$ cat config.mk
export PLATFORM = sky130hd
export DESIGN_NAME = i2c_cfg_slave
export DESIGN_NICKNAME = d
export VERILOG_FILES = /design/src/rtl/i2c_cfg_pkg.sv /design/src/rtl/i2c_line_sync.sv /design/src/rtl/i2c_byte_rx.sv /design/src/rtl/i2c_reg_bank.sv /design/src/rtl/i2c_cfg_slave.sv
export SDC_FILE = /design/constraint.sdc
export NUM_CORES = 1
export LEC_CHECK = 0
export BUFFER_PORTS_ARGS = -buffer_cell sky130_fd_sc_hd__buf_2
export CORE_MARGIN = 2
export CORE_UTILIZATION = 35
export CTS_CLUSTER_SIZE = 25
export DETAILED_ROUTE_END_ITERATION = 8
export SLEW_MARGIN = 25
export SYNTH_ARGS = -nofsm -noshare
export SYNTH_HDL_FRONTEND = slang
export SYNTH_SLANG_ARGS = --single-unit
$ cat constraint.sdc
create_clock -name clk -period 2.75 [get_ports clk]
set_input_delay 0.1375 -clock clk [delete_from_list [all_inputs] [get_ports clk]]
set_output_delay 0.1375 -clock clk [all_outputs]
set_load 0.005 [all_outputs]
$ cat src/rtl/i2c_cfg_pkg.sv
package i2c_cfg_pkg;

  typedef enum logic [2:0] {
    PH_IDLE,
    PH_ADDR,
    PH_SUB,
    PH_DATA,
    PH_SKIP
  } phase_t;

  localparam int AINC_BIT = 4;

  // First byte of a write to this device: 7-bit address then a 0 direction bit.
  function automatic logic addr_match(input logic [7:0] b, input logic [6:0] dev);
    return (b[7:1] == dev) && (b[0] == 1'b0);
  endfunction

endpackage

$ cat src/rtl/i2c_line_sync.sv
module i2c_line_sync #(
  parameter int SYNC_STAGES = 2
) (
  input  logic clk,
  input  logic rst_n,
  input  logic scl_i,
  input  logic sda_i,
  output logic scl_s,
  output logic sda_s,
  output logic scl_rise,
  output logic scl_fall,
  output logic start_det,
  output logic stop_det
);
  logic [SYNC_STAGES-1:0] scl_chain;
  logic [SYNC_STAGES-1:0] sda_chain;
  logic scl_q;
  logic sda_q;

  always_ff @(posedge clk or negedge rst_n) begin
    if (!rst_n) begin
      scl_chain <= '1;
      sda_chain <= '1;
      scl_q     <= 1'b1;
      sda_q     <= 1'b1;
    end else begin
      scl_chain <= {scl_chain[SYNC_STAGES-2:0], scl_i};
      sda_chain <= {sda_chain[SYNC_STAGES-2:0], sda_i};
      scl_q     <= scl_chain[SYNC_STAGES-1];
      sda_q     <= sda_chain[SYNC_STAGES-1];
    end
  end

  assign scl_s     = scl_chain[SYNC_STAGES-1];
  assign sda_s     = sda_chain[SYNC_STAGES-1];
  assign scl_rise  =  scl_s && !scl_q;
  assign scl_fall  = !scl_s &&  scl_q;
  assign start_det =  scl_s && scl_q &&  sda_q && !sda_s;
  assign stop_det  =  scl_s && scl_q && !sda_q &&  sda_s;

endmodule

$ cat src/rtl/i2c_byte_rx.sv
module i2c_byte_rx #(
  parameter int DATA_W = 8
) (
  input  logic              clk,
  input  logic              rst_n,
  input  logic              scl_rise,
  input  logic              scl_fall,
  input  logic              sda_s,
  input  logic              frame_clr,
  input  logic              ack_req,
  output logic              byte_done,
  output logic [DATA_W-1:0] byte_val,
  output logic              sda_oe
);
  localparam int BIT_W = $clog2(DATA_W);

  logic [BIT_W-1:0]  bit_cnt;
  logic [DATA_W-1:0] shreg;
  logic              full;     // eight bits in, waiting for SCL low
  logic              in_ack;   // ninth clock in progress
  logic              ack_hold;
  logic              bit_slot;

  assign bit_slot  = scl_rise && !full && !in_ack;
  assign byte_done = bit_slot && (bit_cnt == BIT_W'(DATA_W-1));
  assign byte_val  = {shreg[DATA_W-2:0], sda_s};

  always_ff @(posedge clk or negedge rst_n) begin
    if (!rst_n) begin
      bit_cnt  <= '0;
      shreg    <= '0;
      full     <= 1'b0;
      in_ack   <= 1'b0;
      ack_hold <= 1'b0;
      sda_oe   <= 1'b0;
    end else if (frame_clr) begin
      bit_cnt  <= '0;
      full     <= 1'b0;
      in_ack   <= 1'b0;
      ack_hold <= 1'b0;
      sda_oe   <= 1'b0;
    end else begin
      if (bit_slot) begin
        shreg <= byte_val;
        if (byte_done) begin
          full     <= 1'b1;
          bit_cnt  <= '0;
          ack_hold <= ack_req;
        end else begin
          bit_cnt <= bit_cnt + 1'b1;
        end
      end
      if (scl_fall && full) begin
        full   <= 1'b0;
        in_ack <= 1'b1;
        sda_oe <= ack_hold;
      end else if (scl_fall && in_ack) begin
        in_ack <= 1'b0;
        sda_oe <= 1'b0;
      end
    end
  end

endmodule

$ cat src/rtl/i2c_reg_bank.sv
module i2c_reg_bank
  import i2c_cfg_pkg::*;
#(
  parameter int NUM_REGS = 8,
  parameter int DATA_W   = 8,
  parameter int IDX_W    = $clog2(NUM_REGS)
) (
  input  logic                       clk,
  input  logic                       rst_n,
  input  logic                       sub_load,
  input  logic [IDX_W-1:0]           sub_idx,
  input  logic                       sub_ainc,
  input  logic                       wr_en,
  input  logic [DATA_W-1:0]          wr_data,
  output logic [IDX_W-1:0]           ptr,
  output logic                       ainc,
  output logic [NUM_REGS*DATA_W-1:0] regs_o
);

  // Pointer after a data byte; the bank size is a power of two, so it wraps.
  function automatic logic [IDX_W-1:0] next_idx(input logic [IDX_W-1:0] idx, input logic step);
    return step ? IDX_W'(idx + 1'b1) : idx;
  endfunction

  always_ff @(posedge clk or negedge rst_n) begin
    if (!rst_n) begin
      ptr  <= '0;
      ainc <= 1'b0;
    end else if (sub_load) begin
      ptr  <= sub_idx;
      ainc <= sub_ainc;
    end else if (wr_en) begin
      ptr <= next_idx(ptr, ainc);
    end
  end

  for (genvar i = 0; i < NUM_REGS; i++) begin : g_reg
    if (i == 0) begin : g_reserved
      assign regs_o[DATA_W-1:0] = '0;
    end else begin : g_store
      logic [DATA_W-1:0] q;
      always_ff @(posedge clk or negedge rst_n) begin
        if (!rst_n)                          q <= '0;
        else if (wr_en && ptr == IDX_W'(i))  q <= wr_data;
      end
      assign regs_o[i*DATA_W +: DATA_W] = q;
    end
  end

endmodule

$ cat src/rtl/i2c_cfg_slave.sv
module i2c_cfg_slave
  import i2c_cfg_pkg::*;
#(
  parameter logic [6:0] DEV_ADDR    = 7'b1000101,
  parameter int         NUM_REGS    = 8,
  parameter int         DATA_W      = 8,
  parameter int         SYNC_STAGES = 2
) (
  input  logic                       clk,
  input  logic                       rst_n,
  input  logic                       scl_i,
  input  logic                       sda_i,
  output logic                       sda_oe,
  output logic [NUM_REGS*DATA_W-1:0] regs_o
);
  localparam int IDX_W = $clog2(NUM_REGS);

  logic scl_s, sda_s, scl_rise, scl_fall, start_det, stop_det;
  logic frame_clr, ack_req, byte_done;
  logic [DATA_W-1:0] byte_val;
  logic sub_load, wr_en;
  logic [IDX_W-1:0] ptr;
  logic ainc;
  phase_t phase;

  i2c_line_sync #(.SYNC_STAGES(SYNC_STAGES)) u_sync (
    .clk(clk), .rst_n(rst_n), .scl_i(scl_i), .sda_i(sda_i),
    .scl_s(scl_s), .sda_s(sda_s), .scl_rise(scl_rise), .scl_fall(scl_fall),
    .start_det(start_det), .stop_det(stop_det)
  );

  assign frame_clr = start_det || stop_det;

  always_comb begin
    case (phase)
      PH_ADDR:         ack_req = addr_match(byte_val[7:0], DEV_ADDR);
      PH_SUB, PH_DATA: ack_req = 1'b1;
      default:         ack_req = 1'b0;
    endcase
  end

  i2c_byte_rx #(.DATA_W(DATA_W)) u_rx (
    .clk(clk), .rst_n(rst_n), .scl_rise(scl_rise), .scl_fall(scl_fall),
    .sda_s(sda_s), .frame_clr(frame_clr), .ack_req(ack_req),
    .byte_done(byte_done), .byte_val(byte_val), .sda_oe(sda_oe)
  );

  always_ff @(posedge clk or negedge rst_n) begin
    if (!rst_n) begin
      phase <= PH_IDLE;
    end else if (stop_det) begin
      phase <= PH_IDLE;
    end else if (start_det) begin
      phase <= (phase == PH_IDLE) ? PH_ADDR : PH_SKIP;
    end else if (byte_done) begin
      case (phase)
        PH_ADDR: phase <= ack_req ? PH_SUB : PH_SKIP;
        PH_SUB:  phase <= PH_DATA;
        default: phase <= phase;
      endcase
    end
  end

  assign sub_load = byte_done && (phase == PH_SUB);
  assign wr_en    = byte_done && (phase == PH_DATA);

  i2c_reg_bank #(.NUM_REGS(NUM_REGS), .DATA_W(DATA_W), .IDX_W(IDX_W)) u_bank (
    .clk(clk), .rst_n(rst_n), .sub_load(sub_load),
    .sub_idx(byte_val[IDX_W-1:0]), .sub_ainc(byte_val[AINC_BIT]),
    .wr_en(wr_en), .wr_data(byte_val), .ptr(ptr), .ainc(ainc), .regs_o(regs_o)
  );

endmodule

Yosys cells after proc, flatten, opt, wreduce, memory -nomap -nowiden --
Index checks and enable logic that the tools add are counted.
Storage, ports and cells: logic and storage cells 106, ROM bits 0, latch bits 0, memories 0, bits in registers 83, bits in writable memories 0
Operators by class: add/subtract/negate cells 2, multiplexer cells 25, divide/modulo/power cells 0, reduce and logical (&&, ||, !) cells 45, multiply operators 0, bitwise gates (word level) 2, shift operators 0, $lt $le $gt $ge 0, eq/ne operators 12
Operators by type and width (number):
- $mux 3 | 11
- $logic_and 1x1->1 | 22
- $eq 3x3->1 const B | 5
- $eq 3x2->1 const B | 4
- $mux 1 | 12
- $reduce_bool 3->1 | 4
- $reduce_and 2->1 | 5
- $reduce_bool 2->1 | 4
- $eq 7x7->1 const B | 1
- $add 3x1->3 const B | 2
- $eq 3x1->1 const B | 2
- $logic_not 1->1 | 6
- $pmux 3 s2 | 1
- $reduce_bool 4->1 | 1
- $logic_not 3->1 | 1
- $not 1->1 | 2
- $pmux 1 s2 | 1
- $reduce_or 2->1 | 1
- $logic_or 1x1->1 | 1

Longest topological paths before layout --
Gate-level depths: netlist of run 1.
depth in word-level cells 9, mapped depth 7

By module --
A second synthesis of run 1 with hierarchy kept.
Unflattened totals: cell total of the unflattened synthesis 240, area total of the unflattened synthesis 3583.4 um^2
Modules (own cells, without submodules):
- i2c_reg_bank | instances 1, area each 2514.9 um^2, cells an instance 156
- i2c_byte_rx | instances 1, area each 656.9 um^2, cells an instance 48
- i2c_cfg_slave | instances 1, area each 221.5 um^2, cells an instance 26
- i2c_line_sync | instances 1, area each 190.2 um^2, cells an instance 10

Worst setup path before layout of run 1 --
OpenSTA, ideal clock, no wires.
path type register -> register, start point register u_sync.scl_chain[1], end point register u_bank.g_reg[1].g_store.q[0], stages on the path, launching flop included 7, setup time 125 ps, slack 559 ps, path buffers 2, arrival time 2066 ps, path through dfstp_2 > or4b_1 > buf_2 > nor3_4 > and3_1 > buf_6 > mux2_2
On the way: word-level cells in the longest chain between the ends 6
Ends and longest elaborated chain:
- start: declaration | line i2c_line_sync.sv:15 | logic [SYNC_STAGES-1:0] scl_chain;
- start signal: assignment | line i2c_line_sync.sv:27 | scl_chain <= {scl_chain[SYNC_STAGES-2:0], scl_i};
- $logic_and 1x1->1 | line i2c_line_sync.sv:36 | assign scl_rise = scl_s && !scl_q;
- $logic_and 1x1->1 (2 in a row) | line i2c_byte_rx.sv:24 | assign bit_slot = scl_rise && !full && !in_ack;
- $logic_and 1x1->1 | line i2c_byte_rx.sv:25 | assign byte_done = bit_slot && (bit_cnt == BIT_W'(DATA_W-1));
- $logic_and 1x1->1 | line i2c_cfg_slave.sv:65 | assign wr_en = byte_done && (phase == PH_DATA);
- $logic_and 1x1->1 | line i2c_reg_bank.sv:44 | else if (wr_en && ptr == IDX_W'(i)) q <= wr_data;
- end signal: assignment | line i2c_reg_bank.sv:44
- end: declaration | line i2c_reg_bank.sv:41 | logic [DATA_W-1:0] q;
Every way passes these cells. A chain may end at the register's enable or synchronous reset.

Worst setup path in the final report of run 1 --
start point register u_sync.scl_chain[1], end point register u_bank.g_reg[2].g_store.q[2]
On the way: word-level cells in the longest chain between the ends 6
Ends and longest elaborated chain (line):
- $logic_and 1x1->1 | i2c_line_sync.sv:36
- $logic_and 1x1->1 (2 in a row) | i2c_byte_rx.sv:24
- $logic_and 1x1->1 | i2c_byte_rx.sv:25
- $logic_and 1x1->1 | i2c_cfg_slave.sv:65
- $logic_and 1x1->1 | i2c_reg_bank.sv:44
- end signal: assignment | i2c_reg_bank.sv:44
- end: declaration | i2c_reg_bank.sv:41
Every way passes these cells.

==> results of run 1 <==
==> cells by family (layout without fill, tap and decap cells) <==
kind of cell               count (synthesis)  count (layout)  share of synthesized area [%]
DFF                                       83              83                           58.9
and+or+nand+nor                           73              73                           11.2
muxes                                     58              58                           18.4
buffers and inverters                     27              86                           4.17
AOI/OAI and AO/OA                         22              22                           3.92
adders and majority gates                  8               8                           2.83
xor gates and xnor gates                   2               2                          0.495
other                                      1               8                          0.106
==> cell type report <==
| class | count | area (um2) |
|---|---|---|
| Clock buffer | 11 | 131 |
| Fill cell | 931 | 5630 |
| Multi-Input combinational cell | 171 | 1330 |
| Clock inverter | 5 | 53.8 |
| Inverter | 5 | 18.8 |
| Tap cell | 133 | 166 |
| Timing Repair Buffer | 65 | 352 |
| Sequential cell | 83 | 2080 |
==> registers in the layout, summed over array words and instances, names as in the netlist <==
name / flops
u_sync.scl_q: 1
u_sync.sda_q: 1
u_sync.sda_chain: 2
u_rx.in_ack: 1
u_rx.full: 1
u_rx.ack_hold: 1
u_bank.ptr: 3
u_sync.scl_chain: 2
u_rx.sda_oe: 1
u_rx.bit_cnt: 3
u_bank.ainc: 1
phase: 3
u_bank.g.g_store.q: 56
u_rx.shreg: 7
==> worst max path at each step <==
stage / to / slack, ps / depth (start not counted)
floorplan: u_bank.g_reg[1].g_store.q[0] / 560 / 6
global placement: u_bank.g_reg[2].g_store.q[2] / 370 / 4
detailed placement: u_bank.g_reg[2].g_store.q[4] / 330 / 4
CTS: u_bank.g_reg[2].g_store.q[2] / 330 / 4
global route: u_bank.g_reg[2].g_store.q[2] / 210 / 4
finish: u_bank.g_reg[2].g_store.q[2] / 340 / 4
==> what timing repair did <==
item	CTS	global route
setup endpoints to repair	0	0
hold buffers	2	1
hold endpoints to repair	2	77
==> per-layer routing <==
layer / vias up / routed length (um) / global-route usage, % / share of wire (%)
met2: 48 / 3460 / 22.4 / 47
li1: 1057 / - / - / -
met1: 1120 / 3460 / 19.7 / 47
met4: 0 / 108 / 5.21 / 1.5
met3: 11 / 385 / 4.74 / 5.2
met5: - / 0 / 0 / 0
==> power by group through the flow <==
| stage | Sequential, uW | Combinational [uW] | Clock (uW) |
|---|---|---|---|
| 2_1_floorplan | 1330 | 142 | 0 |
| 3_3_place_gp | 1430 | 124 | 0 |
| 3_5_place_dp | 1430 | 129 | 0 |
| 4_1_cts | 1410 | 132 | 867 |
| 5_1_grt | 1430 | 154 | 920 |
| 6_report | 1410 | 130 | 840 |
==> placed cells by master (no fill, tap or decap), types with 2 or more instances in the layout <==
cell           instances
a21oi_1                5
a221o_1                2
a221oi_1               2
and3_1                 2
buf_2                 59
buf_4                  2
clkbuf_1               2
clkbuf_8               9
clkinv_2               3
conb_1                 8
dfrtp_1               77
dfstp_2                6
dlygate4sd3_1          3
ha_1                   8
inv_1                  5
mux2_2                57
nand2_1               36
nand2_2                2
nand2b_1               3
nand3_1                2
nand3_2                2
nor2_1                 5
nor2b_1                2
nor3_1                 3
nor3_4                 2
nor3b_1                2
nor4b_1                2
o21ai_0                7
o22ai_1                3
xnor2_1                2
==> worst max-delay path: stages, from the launching register on <==
cell	delay [ps]
dfstp_2	580
or4b_1	530
nor3_4	370
and3_1	440
mux2_2	380
==> metrics by stage <==
stage	hold slack [ps]	area (um2)	std cells	worst slack [ps]
after global placement	245	3920	454	375
after detailed placement	244	3920	454	330
after global routing	365	4140	473	212
after CTS	2.76	4130	472	334
final	359	4140	473	341
after floorplan	-158	3570	281	559
==> impl_metrics.py, run 1 <==
metrics = {
    "status": {
        "status": "finished, final reports clean",
    },
    "global_routing": {
        "grt_max_degree": 84,
        "grt_pass1_vias": 2273,
        "overflow": 0,
        "grt_pass1_wl_mm": 12.4,
        "antenna_found_initial": 0,
        "grt_util_all_layers_pct": 14.7,
    },
    "routing": {
        "via_per_inst": 4.73,
        "drtIter0Drc": 127,
        "firstDrtPassIters": 4,
        "wl_per_cell_um": 15.7,
        "num_vias": 2236,
        "ant_nets": 0,
        "wl_mm": 7.42,
        "remaining_drc_errors": 0,
    },
    "placement": {
        "gp_congestion": 0.803,
        "portBuffers": 60,
        "hpwl_mm": 4.92,
    },
    "sta": {
        "finalCritPeriodShare_pct": 87.6,
        "hold_viol_final": 0,
        "grt_setup_unrepaired": "no",
        "drv_slew": 0,
        "max_slew_margin_pct": 50.4,
        "clock.fmax_mhz": 415,
        "fin_tns_setup_ps": 0,
        "tightestPinTransition_ps": 744,
        "min_period_ps": 2410,
        "setup_violations": 0,
        "skew_ps": 8.12,
    },
    "pwr": {
        "ir_drop_mv": 0.283,
        "clockPowerShare_pct": 35.3,
        "power.total_uw": 2380,
        "cellPowerDensity_nw_per_um2": 574,
        "p_seq_share_pct": 59.2,
        "p_int_uw": 1750,
        "switching_share_pct": 26.4,
        "p_leak_uw": 0.00222,
        "power_frac_comb_pct": 5.5,
        "p_switching_uw": 627,
    },
    "floorplanning": {
        "die-area_um2": 10900,
        "ios": 69,
        "die_h_um": 105,
        "fp.coreArea_um2": 9770,
        "rows": 36,
        "start_util_pct": 36.2,
        "die-width_um": 105,
    },
    "cts": {
        "cts_buffers": 9,
        "clkLatencyLatePin_ps": 360,
        "clk_pin_slew_worst_paths_ps": 80,
        "numClockSinks": 83,
        "cts_resized": 0,
        "post-cts-setup-buffers": 0,
        "htree_levels": 3,
        "cts_root_buffer": "clkbuf_8",
        "cts.path.max_buffers": 2,
        "cts_tree": "yes",
    },
    "finish": {
        "diodes": 0,
        "num-nets-final": 347,
        "fin_util_pct": 42.4,
        "areaGrowthSynthToFinish_pct": 17.0,
        "final_layout_size_suffix_gt1_share_pct": 42.9,
    },
    "worst_setup_path": {
        "r2r-start": "u_sync.scl_chain[1]",
        "worstPathRequired_ps": 3000,
        "arrival_ps": 2660,
        "start_kind": "flop",
        "end_kind": "flop",
        "ff2ff_path_depth": 4,
        "worst_r2r_endpoint": "u_bank.g_reg[2].g_store.q[2]",
        "critPathLaunch": "u_sync.scl_chain[1]",
        "critPathKind": "reg2reg",
        "r2r_setup_slack_ps": 340,
        "cp_max_fo": 8,
    },
    "yosys": {
        "yosysTopAreaCell": "dfrtp_1",
        "synth-seq-area-share_pct": 58.9,
        "yosys-top-cells-area": "dfrtp_1, mux2_2, dfstp_2, nand2_1, ha_1",
        "synthTopCellsByCount": "dfrtp_1, mux2_2, nand2_1, clkbuf_1",
        "synth_top_area_share_pct": 54.4,
        "synth_seq_cells": 83,
        "netlist_area_um2": 3540,
        "syn_inst": 274,
        "async_reset_ff_share_pct": 100,
        "synthDistinctLibCells": 42,
        "synth_warnings": 0,
        "synth-edff-count": 0,
        "synthMostInstantiatedCell": "dfrtp_1",
        "synth_ff_type": "dfrtp_1",
        "synth_area_per_cell_um2": 12.9,
    },
    "hold_path": {
        "hp-class": "reg2reg",
        "whs_endpoint": "u_sync.sda_chain[1]",
        "whs_path_depth": 0,
        "hp-start": "u_sync.sda_chain[0]",
    },
    "run": {
        "maxCapViolCount": 0,
    },
}
Note: power is estimated with default switching activity, not from simulation.
==> inputs of run 2 (changes only) <==
RECOVER_POWER = 50   (was not set)
==> impl_metrics.py, run 2 (synthesis gave the netlist of run 1 again) <==
metrics = {
    "floorplanning": {
        "fp.coreArea_um2": 9770,
        "ios": 69,
        "rows": 36,
        "die_h_um": 105,
        "die-area_um2": 10900,
        "start_util_pct": 36.2,
        "die-width_um": 105,
    },
    "sta": {
        "hold_viol_final": 0,
        "grt_setup_unrepaired": "no",
        "max_slew_margin_pct": -36.0,
        "min_period_ps": 2450,
        "finalCritPeriodShare_pct": 89.2,
        "clock.fmax_mhz": 408,
        "fin_tns_setup_ps": 0,
        "tightestPinTransition_ps": 2040,
        "skew_ps": 9.40,
        "setup_violations": 0,
        "drv_slew": 84,
    },
    "cts": {
        "clk_pin_slew_worst_paths_ps": 80,
        "post-cts-setup-buffers": 0,
        "cts_tree": "yes",
        "numClockSinks": 83,
        "cts_buffers": 9,
        "clkLatencyLatePin_ps": 360,
        "htree_levels": 3,
        "cts.path.max_buffers": 2,
        "cts_root_buffer": "clkbuf_8",
    },
    "placement": {
        "portBuffers": 60,
        "hpwl_mm": 4.92,
        "place_area_um2": 3920,
        "gp_congestion": 0.803,
    },
    "global_routing": {
        "grt_max_degree": 84,
        "antenna_found_initial": 0,
        "grt_pass1_vias": 2273,
        "overflow": 0,
        "grt_util_all_layers_pct": 14.7,
        "grt_pass1_wl_mm": 12.4,
    },
    "finish": {
        "seqCellArea_um2": 2080,
        "diodes": 0,
        "largest_reg_flops": 56,
        "nFillCells": 947,
        "layout_common_cells": "dfrtp_1, mux2_2, nand2_1",
        "layout.cells.most_common": "dfrtp_1",
        "num-nets-final": 347,
        "reg.largest.list": "u_bank.g.g_store.q: 56 flops, u_rx.shreg: 7 flops",
        "multi_input_area_um2": 1330,
        "final_area_um2": 4100,
        "areaGrowthSynthToFinish_pct": 15.8,
        "final_layout_size_suffix_gt1_share_pct": 34.1,
        "top_register": "u_bank.g.g_store.q",
    },
    "worst_setup_path": {
        "ff2ff_path_depth": 4,
        "crit_chain": "or4b_1 -> nor3_4 -> and3_1 -> mux2_2",
        "r2r-start": "u_sync.scl_chain[1]",
        "worstPathRequired_ps": 3000,
        "worst_r2r_endpoint": "u_bank.g_reg[2].g_store.q[2]",
        "end_kind": "flop",
        "start_kind": "flop",
        "cpMaxStageDelayCell": "dfstp_1",
        "r2r_setup_slack_ps": 300,
        "critPathKind": "reg2reg",
        "cp_max_fo": 8,
        "crit_path_max_incr_delay_ps": 610,
        "arrival_ps": 2700,
    },
    "pwr": {
        "cellPowerDensity_nw_per_um2": 579,
        "power.total_uw": 2380,
        "p_leak_uw": 0.00209,
        "ir_drop_mv": 0.282,
    },
    "hold_path": {
        "hp-class": "reg2reg",
        "whs_endpoint": "u_sync.sda_chain[1]",
        "hp-start": "u_sync.sda_chain[0]",
        "whs_path_depth": 0,
    },
    "routing": {
        "wl_mm": 7.45,
        "ant_nets": 0,
        "via_per_inst": 4.72,
        "wl_per_cell_um": 15.7,
        "firstDrtPassIters": 4,
        "drtIter0Drc": 119,
        "remaining_drc_errors": 0,
        "num_vias": 2232,
    },
    "status": {
        "failed_checks": "max-capacitance violations, max-slew violations",
        "status": "complete, but fails checks",
    },
    "run": {
        "maxCapViolCount": 1,
    },
}
## run 2: power by group
group          total, uW  internal [uW]  switching [uW]
sequential          1410           1280             130
clock                840            417             423
combinational        129           53.6            75.7
## run 2: what timing repair did
action	in CTS	in global routing
resized for setup	0	0
hold endpoints to repair	2	77
endpoints found under the setup margin	0	0
hold buffers	2	1
## run 2: area by class of cell
type                    count  area share [%]
multi-input cells         171            32.5
repair buffers             65            7.57
inverters                   5           0.458
flip-flops and latches     83            50.9
clock inverters             5            1.31
clock buffers              11            3.21
well taps                 133            4.06
## run 2: worst max-delay path by stage
stage,slack (ps),to,cells after the start,start
finish,300,u_bank.g_reg[2].g_store.q[2],4,u_sync.scl_chain[1]
global route,150,u_rx.shreg[1],2,rst_n
CTS,330,u_bank.g_reg[2].g_store.q[2],4,u_sync.scl_chain[1]
detailed placement,330,u_bank.g_reg[2].g_store.q[4],4,u_sync.scl_chain[1]
global placement,370,u_bank.g_reg[2].g_store.q[2],4,u_sync.scl_chain[1]
floorplan,560,u_bank.g_reg[1].g_store.q[0],6,u_sync.scl_chain[1]
## run 2: through the flow
step,hold WS [ps],setup WS (ps),util (%),instances
4_1_cts,2.76,334,42.2,472
2_1_floorplan,-158,559,-,281
5_1_grt,370,151,41.9,473
6_report,364,298,41.9,473
3_3_place_gp,245,375,40.1,454
3_5_place_dp,244,330,40.1,454
## run 2: critical path, delay by kind of cell, from the launching register on
family | cells | cell delay [ps]
and+or+nand+nor | 3 | 1360
DFF | 1 | 610
muxes | 1 | 380
## run 2: per-layer routing
metal | part of all wire [%] | global-route usage, %
met4 | 1.4 | 5.21
met2 | 47 | 22.4
met3 | 5.2 | 4.74
met5 | 0 | 0
met1 | 46 | 19.7
==> inputs of run 3 (changes only) <==
CTS_BUF_LIST = sky130_fd_sc_hd__clkbuf_16   (was not set)
==> impl_metrics.py, run 3 (synthesis gave the netlist of run 1 again) <==
metrics = {
    "status": {
        "status": "complete, but fails checks",
        "failed_checks": "max-capacitance violations, max-slew violations",
    },
    "finish": {
        "largest_reg_flops": 56,
        "nFillCells": 939,
        "layout.cells.most_common": "dfrtp_1",
        "areaGrowthSynthToFinish_pct": 18.5,
        "reg.largest.list": "u_bank.g.g_store.q: 56 flops, u_rx.shreg: 7 flops",
        "diodes": 0,
        "final_area_um2": 4200,
        "top_register": "u_bank.g.g_store.q",
        "layout_common_cells": "dfrtp_1, mux2_2, nand2_1",
        "final_layout_size_suffix_gt1_share_pct": 32.9,
        "num-nets-final": 347,
    },
    "hold_path": {
        "hp-class": "reg2reg",
        "whs_endpoint": "u_sync.sda_chain[1]",
        "whs_path_depth": 0,
        "hp-start": "u_sync.sda_chain[0]",
    },
    "sta": {
        "drv_slew": 84,
        "tightestPinTransition_ps": 2070,
        "clock.fmax_mhz": 407,
        "grt_setup_unrepaired": "no",
        "fin_ws_ps": 294,
        "setup_violations": 0,
        "finalCritPeriodShare_pct": 89.3,
        "max_slew_margin_pct": -37.7,
        "fin_tns_setup_ps": 0,
        "hold_viol_final": 0,
        "min_period_ps": 2460,
        "skew_ps": 5.50,
    },
    "worst_setup_path": {
        "end_kind": "flop",
        "r2r_setup_slack_ps": 290,
        "start_kind": "flop",
        "worst_r2r_endpoint": "u_bank.g_reg[2].g_store.q[2]",
        "r2r-start": "u_sync.scl_chain[1]",
        "worstPathRequired_ps": 2970,
        "cp_max_fo": 8,
        "ff2ff_path_depth": 4,
        "critPathKind": "reg2reg",
        "arrival_ps": 2670,
    },
    "routing": {
        "drtIter0Drc": 143,
        "firstDrtPassIters": 4,
        "remaining_drc_errors": 0,
        "num_vias": 2256,
        "via_per_inst": 4.77,
        "ant_nets": 0,
        "wl_mm": 7.49,
        "wl_per_cell_um": 15.8,
    },
    "global_routing": {
        "grt_pass1_vias": 2279,
        "grt_util_all_layers_pct": 14.7,
        "grt_max_degree": 84,
        "grt_pass1_wl_mm": 12.5,
        "overflow": 0,
        "antenna_found_initial": 0,
    },
    "cts": {
        "cts_resized": 0,
        "cts.path.max_buffers": 2,
        "post-cts-setup-buffers": 0,
        "cts_hold_buf": 2,
        "cts_tree": "yes",
        "cts_root_buffer": "clkbuf_16",
        "numClockSinks": 83,
        "htree_levels": 3,
        "cts_buffers": 9,
        "clkLatencyLatePin_ps": 330,
        "clk_pin_slew_worst_paths_ps": 60,
    },
    "run": {
        "maxCapViolCount": 1,
    },
    "floorplanning": {
        "fp.coreArea_um2": 9770,
        "die-area_um2": 10900,
        "die-width_um": 105,
        "start_util_pct": 36.2,
        "ios": 69,
        "rows": 36,
        "die_h_um": 105,
    },
    "pwr": {
        "cellPowerDensity_nw_per_um2": 641,
        "power.total_uw": 2690,
        "p_leak_uw": 0.00213,
        "ir_drop_mv": 0.350,
    },
    "placement": {
        "hpwl_mm": 4.92,
        "gp_congestion": 0.803,
        "dp_slack_ps": 330,
        "place_area_um2": 3920,
        "portBuffers": 60,
    },
}
-- run 3: changes by cell type in the layout (fill, tap and decap cells not counted) --
cell       previous run  this run
clkbuf_8              9         0
clkbuf_1             29        31
inv_1                 5         7
clkbuf_16             0         9
buf_2                31        27
-- run 3: worst max-delay path by stage --
stage                     slack [ps]                start                            to
after floorplan                  560  u_sync.scl_chain[1]  u_bank.g_reg[1].g_store.q[0]
after global placement           370  u_sync.scl_chain[1]  u_bank.g_reg[2].g_store.q[2]
after detailed placement         330  u_sync.scl_chain[1]  u_bank.g_reg[2].g_store.q[4]
after CTS                        340  u_sync.scl_chain[1]  u_bank.g_reg[2].g_store.q[2]
after global routing             140                rst_n  u_bank.g_reg[5].g_store.q[5]
final                            290  u_sync.scl_chain[1]  u_bank.g_reg[2].g_store.q[2]
-- run 3: metal layers --
layer	track usage, %	vias up	wire (um)
met5	0	-	0
met4	3.76	0	65
met3	5.12	6	417
met2	22.7	52	3500
met1	19.6	1141	3510
li1	-	1057	-
-- run 3: critical path, stage by stage (launching register included) --
cell and delay, ps:
dfstp_1 610, or4b_1 550, nor3_4 370, and3_1 440, mux2_2 380
-- run 3: stage by stage --
step / instances / utilization [%] / hold WS (ps)
6_report: 473 / 42.9 / 361
3_5_place_dp: 454 / 40.1 / 244
5_1_grt: 473 / 42.9 / 367
2_1_floorplan: 281 / - / -158
4_1_cts: 472 / 43.3 / 43.3
3_3_place_gp: 454 / 40.1 / 245
-- run 3: cell type report --
cell class	instances	area, um2	share of cell area [%]
clock inverters	7	61.3	1.46
multi-input cells	171	1330	31.8
inverters	5	18.8	0.447
well taps	133	166	3.97
flip-flops and latches	83	2080	49.7
clock buffers	9	225	5.37
repair buffers	65	305	7.28
-- run 3: power by group --
part | switching, uW | total [uW] | internal [uW]
combinational | 76.0 | 130 | 53.6
sequential | 130 | 1410 | 1280
clock | 460 | 1150 | 693
